`src/rtl/flash_pl_pkg.sv`:
```
// Shared types for the page-latch programming controller.
package flash_pl_pkg;

    // Operation code presented to the array.
    typedef enum logic {
        OP_ERASE = 1'b0,
        OP_PROG  = 1'b1
    } arr_op_e;

    // Sequencer states.
    typedef enum logic [1:0] {
        SQ_IDLE  = 2'd0,
        SQ_SCAN  = 2'd1,
        SQ_ERASE = 2'd2,
        SQ_PROG  = 2'd3
    } seq_state_e;

endpackage

```
`src/rtl/fpl_first_set.sv`:
```
// Finds the lowest set bit of a vector.
// Assumes: N >= 1. idx_o is 0 when found_o is 0.
module fpl_first_set #(
    parameter int N     = 128,
    parameter int IDX_W = (N > 1) ? $clog2(N) : 1
) (
    input  logic [N-1:0]     vec_i,
    output logic             found_o,
    output logic [IDX_W-1:0] idx_o
);

    // Scan from the top down so that the lowest set bit is the last one assigned.
    always_comb begin
        found_o = 1'b0;
        idx_o   = '0;
        for (int i = N - 1; i >= 0; i--) begin
            if (vec_i[i]) begin
                found_o = 1'b1;
                idx_o   = IDX_W'(i);
            end
        end
    end

endmodule

```
`src/rtl/fpl_latch_buf.sv`:
```
// Column latch storage: one data byte and one loaded flag per column.
// Assumes: a write and a clear never target the same column in the same cycle,
// which holds because the top blocks writes while busy.
module fpl_latch_buf #(
    parameter int COLS   = 128,
    parameter int DATA_W = 8,
    parameter int COL_W  = $clog2(COLS)
) (
    input  logic              clk,
    input  logic              rst_n,
    input  logic              wr_en,
    input  logic [COL_W-1:0]  wr_col,
    input  logic [DATA_W-1:0] wr_data,
    input  logic              clr_en,
    input  logic [COL_W-1:0]  clr_col,
    input  logic [COL_W-1:0]  rd_col,
    output logic [DATA_W-1:0] rd_data,
    output logic [COLS-1:0]   loaded
);

    logic [DATA_W-1:0] mem [COLS];

    // Data storage: the newest write to a column wins.
    always_ff @(posedge clk) begin
        if (wr_en) begin
            mem[wr_col] <= wr_data;
        end
    end

    // Loaded flags: set on write, cleared after programming or on reset.
    generate
        for (genvar c = 0; c < COLS; c++) begin : g_flag
            always_ff @(posedge clk) begin
                if (!rst_n) begin
                    loaded[c] <= 1'b0;
                end else if (wr_en && (wr_col == COL_W'(c))) begin
                    loaded[c] <= 1'b1;
                end else if (clr_en && (clr_col == COL_W'(c))) begin
                    loaded[c] <= 1'b0;
                end
            end
        end
    endgenerate

    // Read port for the byte being programmed.
    assign rd_data = mem[rd_col];

endmodule

```
`src/rtl/fpl_sequencer.sv`:
```
// Erase/program sequencer. It walks the loaded flags in ascending order and
// issues an erase and then a program request per loaded column.
// Assumes: arr_done is a one-cycle pulse that comes only while arr_req is high.
module fpl_sequencer
    import flash_pl_pkg::*;
#(
    parameter int COLS  = 128,
    parameter int COL_W = $clog2(COLS)
) (
    input  logic             clk,
    input  logic             rst_n,
    input  logic             launch,
    input  logic [COLS-1:0]  loaded,
    input  logic             arr_done,
    output logic             busy,
    output logic             arr_req,
    output arr_op_e          arr_op,
    output logic [COL_W-1:0] cur_col,
    output logic             clr_en
);

    seq_state_e       state_q, state_d;
    logic [COL_W-1:0] col_d;
    logic             any_found, rest_found;
    logic [COL_W-1:0] any_idx, rest_idx;
    logic [COLS-1:0]  rest_vec;

    // Loaded set without the column now in progress.
    always_comb begin
        rest_vec          = loaded;
        rest_vec[cur_col] = 1'b0;
    end

    fpl_first_set #(.N(COLS), .IDX_W(COL_W)) u_first_all (
        .vec_i   (loaded),
        .found_o (any_found),
        .idx_o   (any_idx)
    );

    fpl_first_set #(.N(COLS), .IDX_W(COL_W)) u_first_rest (
        .vec_i   (rest_vec),
        .found_o (rest_found),
        .idx_o   (rest_idx)
    );

    // Next-state and next-column selection.
    always_comb begin
        state_d = state_q;
        col_d   = cur_col;
        unique case (state_q)
            SQ_IDLE:  if (launch) state_d = SQ_SCAN;
            SQ_SCAN: begin
                if (any_found) begin
                    state_d = SQ_ERASE;
                    col_d   = any_idx;
                end else begin
                    state_d = SQ_IDLE;
                end
            end
            SQ_ERASE: if (arr_done) state_d = SQ_PROG;
            SQ_PROG: begin
                if (arr_done) begin
                    if (rest_found) begin
                        state_d = SQ_ERASE;
                        col_d   = rest_idx;
                    end else begin
                        state_d = SQ_IDLE;
                    end
                end
            end
            default:  state_d = SQ_IDLE;
        endcase
    end

    // State and column registers.
    always_ff @(posedge clk) begin
        if (!rst_n) begin
            state_q <= SQ_IDLE;
            cur_col <= '0;
        end else begin
            state_q <= state_d;
            cur_col <= col_d;
        end
    end

    // Decoded outputs.
    assign busy    = (state_q != SQ_IDLE);
    assign arr_req = (state_q == SQ_ERASE) || (state_q == SQ_PROG);
    assign arr_op  = (state_q == SQ_PROG) ? OP_PROG : OP_ERASE;
    assign clr_en  = (state_q == SQ_PROG) && arr_done;

endmodule

```
`src/rtl/flash_page_prog.sv`:
```
// Page-latch programming controller top. It steers mapped writes into the
// column latches, records the page of the newest latch write and runs the
// per-byte erase/program sequence on launch.
// Assumes: ADDR_W > COL_W; the array follows the req/done handshake.
module flash_page_prog
    import flash_pl_pkg::*;
#(
    parameter int ADDR_W     = 16,
    parameter int DATA_W     = 8,
    parameter int PAGE_BYTES = 128,
    localparam int COL_W     = $clog2(PAGE_BYTES),
    localparam int PAGE_W    = ADDR_W - COL_W
) (
    input  logic              clk,
    input  logic              rst_n,
    input  logic              latch_map_en,
    input  logic              wr_en,
    input  logic [ADDR_W-1:0] wr_addr,
    input  logic [DATA_W-1:0] wr_data,
    input  logic              launch,
    output logic              busy,
    output logic              dmem_we,
    output logic              arr_req,
    output logic              arr_op,
    output logic [PAGE_W-1:0] arr_page,
    output logic [COL_W-1:0]  arr_col,
    output logic [DATA_W-1:0] arr_data,
    input  logic              arr_done
);

    logic                  latch_wr;
    logic                  clr_en;
    logic [PAGE_BYTES-1:0] loaded;
    logic [COL_W-1:0]      cur_col;
    arr_op_e               op_e;
    logic                  launch_ok;

    // Write steering: latches only when mapped and idle; data memory otherwise.
    assign latch_wr  = wr_en && latch_map_en && !busy;
    assign dmem_we   = wr_en && !latch_map_en;
    assign launch_ok = launch && !busy;

    // Page register follows the newest accepted latch write.
    always_ff @(posedge clk) begin
        if (!rst_n) begin
            arr_page <= '0;
        end else if (latch_wr) begin
            arr_page <= wr_addr[ADDR_W-1:COL_W];
        end
    end

    fpl_latch_buf #(.COLS(PAGE_BYTES), .DATA_W(DATA_W), .COL_W(COL_W)) u_buf (
        .clk     (clk),
        .rst_n   (rst_n),
        .wr_en   (latch_wr),
        .wr_col  (wr_addr[COL_W-1:0]),
        .wr_data (wr_data),
        .clr_en  (clr_en),
        .clr_col (cur_col),
        .rd_col  (cur_col),
        .rd_data (arr_data),
        .loaded  (loaded)
    );

    fpl_sequencer #(.COLS(PAGE_BYTES), .COL_W(COL_W)) u_seq (
        .clk      (clk),
        .rst_n    (rst_n),
        .launch   (launch_ok),
        .loaded   (loaded),
        .arr_done (arr_done),
        .busy     (busy),
        .arr_req  (arr_req),
        .arr_op   (op_e),
        .cur_col  (cur_col),
        .clr_en   (clr_en)
    );

    assign arr_op  = op_e;
    assign arr_col = cur_col;

endmodule

```
`config.mk`:
```
export PLATFORM = sky130hd
export DESIGN_NAME = flash_page_prog
export DESIGN_NICKNAME = d
export VERILOG_FILES = /design/src/rtl/flash_pl_pkg.sv /design/src/rtl/fpl_first_set.sv /design/src/rtl/fpl_latch_buf.sv /design/src/rtl/fpl_sequencer.sv /design/src/rtl/flash_page_prog.sv
export SDC_FILE = /design/constraint.sdc
export NUM_CORES = 2
export LEC_CHECK = 0
export BUFFER_PORTS_ARGS = -buffer_cell sky130_fd_sc_hd__buf_2
export CORE_MARGIN = 3
export CORE_UTILIZATION = 50
export CTS_CLUSTER_SIZE = 40
export DETAILED_ROUTE_END_ITERATION = 7
export HOLD_SLACK_MARGIN = 0.03
export PLACE_DENSITY = 0.67
export SYNTH_ARGS = -nofsm -noshare
export SYNTH_HDL_FRONTEND = slang
export SYNTH_SLANG_ARGS = --single-unit
```
`constraint.sdc`:
```
create_clock -name clk -period 3.59 [get_ports clk]
set_clock_uncertainty 0.05 [all_clocks]
set_input_delay 0.1795 -clock clk [delete_from_list [all_inputs] [get_ports clk]]
set_output_delay 0.1795 -clock clk [all_outputs]
set_load 0.005 [all_outputs]
```
==> results.txt <==
The run finished, with violations left. The final reports fail on negative setup slack. The final design instance area without fill came out at 58120 sq um. At the end of routability-driven placement, the weighted congestion stood at 1.070. The mean cell area of the mapped netlist is 16.00 sq um. The cell area that synthesis handed to floorplanning was 49550 sq um.

The first-pass GRT wire length is 217.6 mm. Once the floorplan was initialized, standard cells occupied 50.86% of the core. After synthesis, flip-flops and latches occupy 68.24% of the total area. Clock-pin slew was measured on the worst setup and hold paths at 0.06 ns.

In this run the tool buffered the top-level ports with 57 buffer cells. The final layout contains routed wiring with a total length of 150.4 mm. The via count came out at 31200. The biggest fanout along the worst timing path came out at 8.

Adding up every negative setup slack in the final design gives -3.370 ns. Synthesis instantiated 80 different standard cells from the library. The count of final hold-check violations was 0. The fraction of registers with async set/reset is 0%.

The via count of the first global-routing pass is 31060. The final critical-path required period is 4.046 ns. The setup slack of the worst register-to-register path is 0.14 ns. The placeable core area came out at 97420 sq um. The number of pins exceeding their max-slew limit in the final report is 0. Following the worst setup path forward leads to its endpoint at arr_data[4]. The number of clock sinks came out at 1177. Once detail routing completed, the nets flagged for antenna violations numbered 0. The max-capacitance violation count came out at 0.

The worst setup path is launched from a register. The final net count is 3471. The number of antenna violations at the first check in global routing is 9. After detailed placement, the design holds a cell count of 4547. The type of destination of the critical path is a primary output. Yosys printed 0 warnings. The number of buffers on the longest clock path is 3. The final routed DRC violation total came out at 0. Setup repair after global routing could not meet its margin everywhere. Row generation in the floorplan step produced 114 rows. The minimum setup slack after placement is 0.01526 ns. The total grt overflow is 0. The y dimension of the die came out at 320.8 um. The relative slew slack is 29.61%. Counting flops with a built-in enable in the synthesized netlist gives 1024. The die footprint is 102900 sq um. In this run, the number of DRC markers left after iteration 0 of detailed routing was 4316.

TritonCTS built the clock tree. At the pin with the least slew margin, the transition time is 1.056 ns. The post-synthesis net count came out at 3127. Entering global routing, the biggest net connects 89 pins.

Final hold analysis gives a worst-case slack of 0.02621 ns. In this run the critical register-to-register path is launched from u_seq.cur_col[1]. The post-layout instance count excluding filler cells is 4818. In this run the worst hold path is classified as in -> reg. The CTS buffer count came out at 115.

58 I/O pins were placed. The tree is rooted in a sky130_fd_sc_hd__clkbuf_16. The number of synthesized register bits is 1177.

The worst-case IR drop observed on VDD is 0.3749 mV. The static leakage power came out at 19.96 nW. The timing-limited maximum frequency is 0.2472 GHz. In the synthesized netlist the dominant register cell turns out to be sky130_fd_sc_hd__edfxtp_1.

The required time of the critical path came out at 3.36 ns. The cell depth of the worst flop-to-flop path came out at 12. The H-tree depth came out at 3. The area growth from synthesis to final layout is 17.28%. The vias per cell came out at 6.477. The worst-skew pair later-pin latency is 0.71 ns. The average wire length per cell after detail routing came out at 31.21 um. The minimum setup slack in the final design is -0.4555 ns. The worst setup path is of the reg -> out kind. STA puts the critical path data arrival time at 3.82 ns. The synthesized instance count came out at 3097. The share of layout cells above drive strength 1 came out at 26.32%. The final setup violation count came out at 8.

The total global routing track utilization is 29.35%. The final HPWL from detailed placement is 99.60 mm. The placement-stage cell area is 53290 sq um. The floorplan step set the die width to 320.8 um. The power per cell area came out at 557.5 nW/um^2. The first TritonRoute pass finished after 6 iterations. The part of the cycle the worst path needs is 112.7%.
synth_stat cells (5+ instances only):
cell,number,area [sq um]
sky130_fd_sc_hd__nor4_1,28,175.2
sky130_fd_sc_hd__or2_2,10,62.56
sky130_fd_sc_hd__o21ai_2,6,52.55
sky130_fd_sc_hd__buf_6,11,123.9
sky130_fd_sc_hd__a31oi_1,39,244.0
sky130_fd_sc_hd__a211oi_1,14,105.1
sky130_fd_sc_hd__dfxtp_1,153,3063
sky130_fd_sc_hd__nor2_1,162,608.1
sky130_fd_sc_hd__or3_1,5,31.28
sky130_fd_sc_hd__clkbuf_1,103,386.6
sky130_fd_sc_hd__nand4b_1,5,43.79
sky130_fd_sc_hd__nand4bb_1,5,56.30
sky130_fd_sc_hd__nand2_1,244,915.9
sky130_fd_sc_hd__inv_1,148,555.5
sky130_fd_sc_hd__a21boi_0,6,45.04
sky130_fd_sc_hd__buf_2,14,70.07
sky130_fd_sc_hd__a21oi_1,151,755.7
sky130_fd_sc_hd__buf_1,33,123.9
sky130_fd_sc_hd__nand4_2,5,62.56
sky130_fd_sc_hd__and3_1,7,43.79
sky130_fd_sc_hd__edfxtp_1,1024,30750
sky130_fd_sc_hd__nand2b_1,20,125.1
sky130_fd_sc_hd__nor3_1,38,190.2
sky130_fd_sc_hd__o221ai_1,6,52.55
sky130_fd_sc_hd__mux2_2,8,90.09
sky130_fd_sc_hd__o31ai_1,16,120.1
sky130_fd_sc_hd__o2111ai_1,7,61.31
sky130_fd_sc_hd__nor2b_1,18,112.6
sky130_fd_sc_hd__a2111oi_0,6,52.55
sky130_fd_sc_hd__o21ai_1,72,360.4
sky130_fd_sc_hd__mux4_2,336,7567
sky130_fd_sc_hd__nand3_1,43,215.2
sky130_fd_sc_hd__o211ai_1,13,97.59
sky130_fd_sc_hd__o21ai_0,183,915.9
sky130_fd_sc_hd__o21a_1,30,225.2
sky130_fd_sc_hd__nand4_1,39,244.0
sky130_fd_sc_hd__or4_1,10,75.07
registers in the layout, indices dropped and copies added, names as in the netlist, named ones only:
name           flops
u_buf.loaded     128
u_buf.mem       1024
u_seq.state_q      2
u_seq.cur_col      7
arr_page           9
cells by family (layout without fill, tap and decap cells):
kind of cell    count (synthesis)  in the layout  share of synthesized area, %
buf+inv                       311            751                         2.573
other cells                     0              5                             0
mux                           345            345                         15.47
compound gates                587            587                         6.939
xor+xnor                        1              1                       0.01768
simple gates                  676            676                         6.762
flops                        1177           1177                         68.24
layer usage:
layer / up-vias / global-route usage, % / wire length, um
met3: 233 / 5.493 / 14420
met2: 1754 / 44.95 / 69090
met1: 16170 / 43.90 / 63160
met4: 2 / 7.875 / 3668
met5: - / 0 / 13
li1: 13050 / - / -
worst min-delay path by stage:
stage                            start           endpoint  slack (ns)  cells past startpoint
after CTS                 latch_map_en        arr_page[0]        0.03                      4
after global routing        wr_data[3]  u_buf.mem[119][3]        0.06                      1
final                       wr_data[5]  u_buf.mem[115][5]        0.03                      1
after floorplan             wr_data[0]    u_buf.mem[0][0]        0.23                      0
after detailed placement    wr_addr[7]        arr_page[0]        0.38                      3
after global placement      wr_addr[9]        arr_page[2]        0.37                      3
area by class of cell:
class,instances,area (sq um)
multi-input combinational,1609,14580
fill,7147,39300
clock inverter,56,545.5
timing repair buffer,390,3814
sequential,1177,33830
antenna,5,12.51
tap,1276,1597
inverter,148,558.0
clock buffer,157,3188
stage by stage:
stage          util [%]  total power, mW
3_5_place_dp      54.70            20.19
2_1_floorplan         -            18.02
4_1_cts           59.48            32.43
6_report          59.66            32.40
5_1_grt           59.65            33.37
3_3_place_gp      54.70            20.16
worst max-delay path, stage by stage (launching register included):
cell and delay (ns):
sky130_fd_sc_hd__dfxtp_4 0.36, sky130_fd_sc_hd__buf_6 0.12, sky130_fd_sc_hd__buf_16 0.21, sky130_fd_sc_hd__buf_12 0.16, sky130_fd_sc_hd__buf_16 0.14, sky130_fd_sc_hd__mux4_2 0.54, sky130_fd_sc_hd__mux4_2 0.56, sky130_fd_sc_hd__mux4_2 0.55
sky130_fd_sc_hd__mux2_4 0.33, sky130_fd_sc_hd__buf_6 0.12
placed cells by master, fill, tap and decap left out, types with 43 or more instances in the layout:
master / synthesis / layout
sky130_fd_sc_hd__o21ai_0: 183 / 183
sky130_fd_sc_hd__nand3_1: 43 / 43
sky130_fd_sc_hd__buf_2: 14 / 43
sky130_fd_sc_hd__o21ai_1: 72 / 69
sky130_fd_sc_hd__nand2_1: 244 / 244
sky130_fd_sc_hd__clkbuf_16: 0 / 119
sky130_fd_sc_hd__mux4_2: 336 / 336
sky130_fd_sc_hd__a21oi_1: 151 / 150
sky130_fd_sc_hd__dfxtp_1: 153 / 147
sky130_fd_sc_hd__inv_1: 148 / 147
sky130_fd_sc_hd__nor2_1: 162 / 162
sky130_fd_sc_hd__edfxtp_1: 1024 / 1024
sky130_fd_sc_hd__buf_4: 2 / 253
where the power goes:
| part | total [mW] | internal [mW] | switching (mW) |
|---|---|---|---|
| clock | 11.9 | 6.91 | 5.03 |
| sequential | 15.1 | 14.9 | 0.127 |
| combinational | 5.41 | 2.50 | 2.91 |
| total | 32.4 | 24.3 | 8.07 |
what timing repair did:
| action | 4_1_cts | 5_1_grt |
|---|---|---|
| pin swaps | 0 | 2 |
| endpoints found under the hold margin | 167 | 0 |
| setup buffers | 13 | 3 |
| gates cloned | 13 | 2 |
| endpoints found under the setup margin | 9 | 21 |
| hold buffers | 22 | 0 |
| resized for setup | 42 | 18 |
No activity file was read; power rests on OpenSTA's default activity.
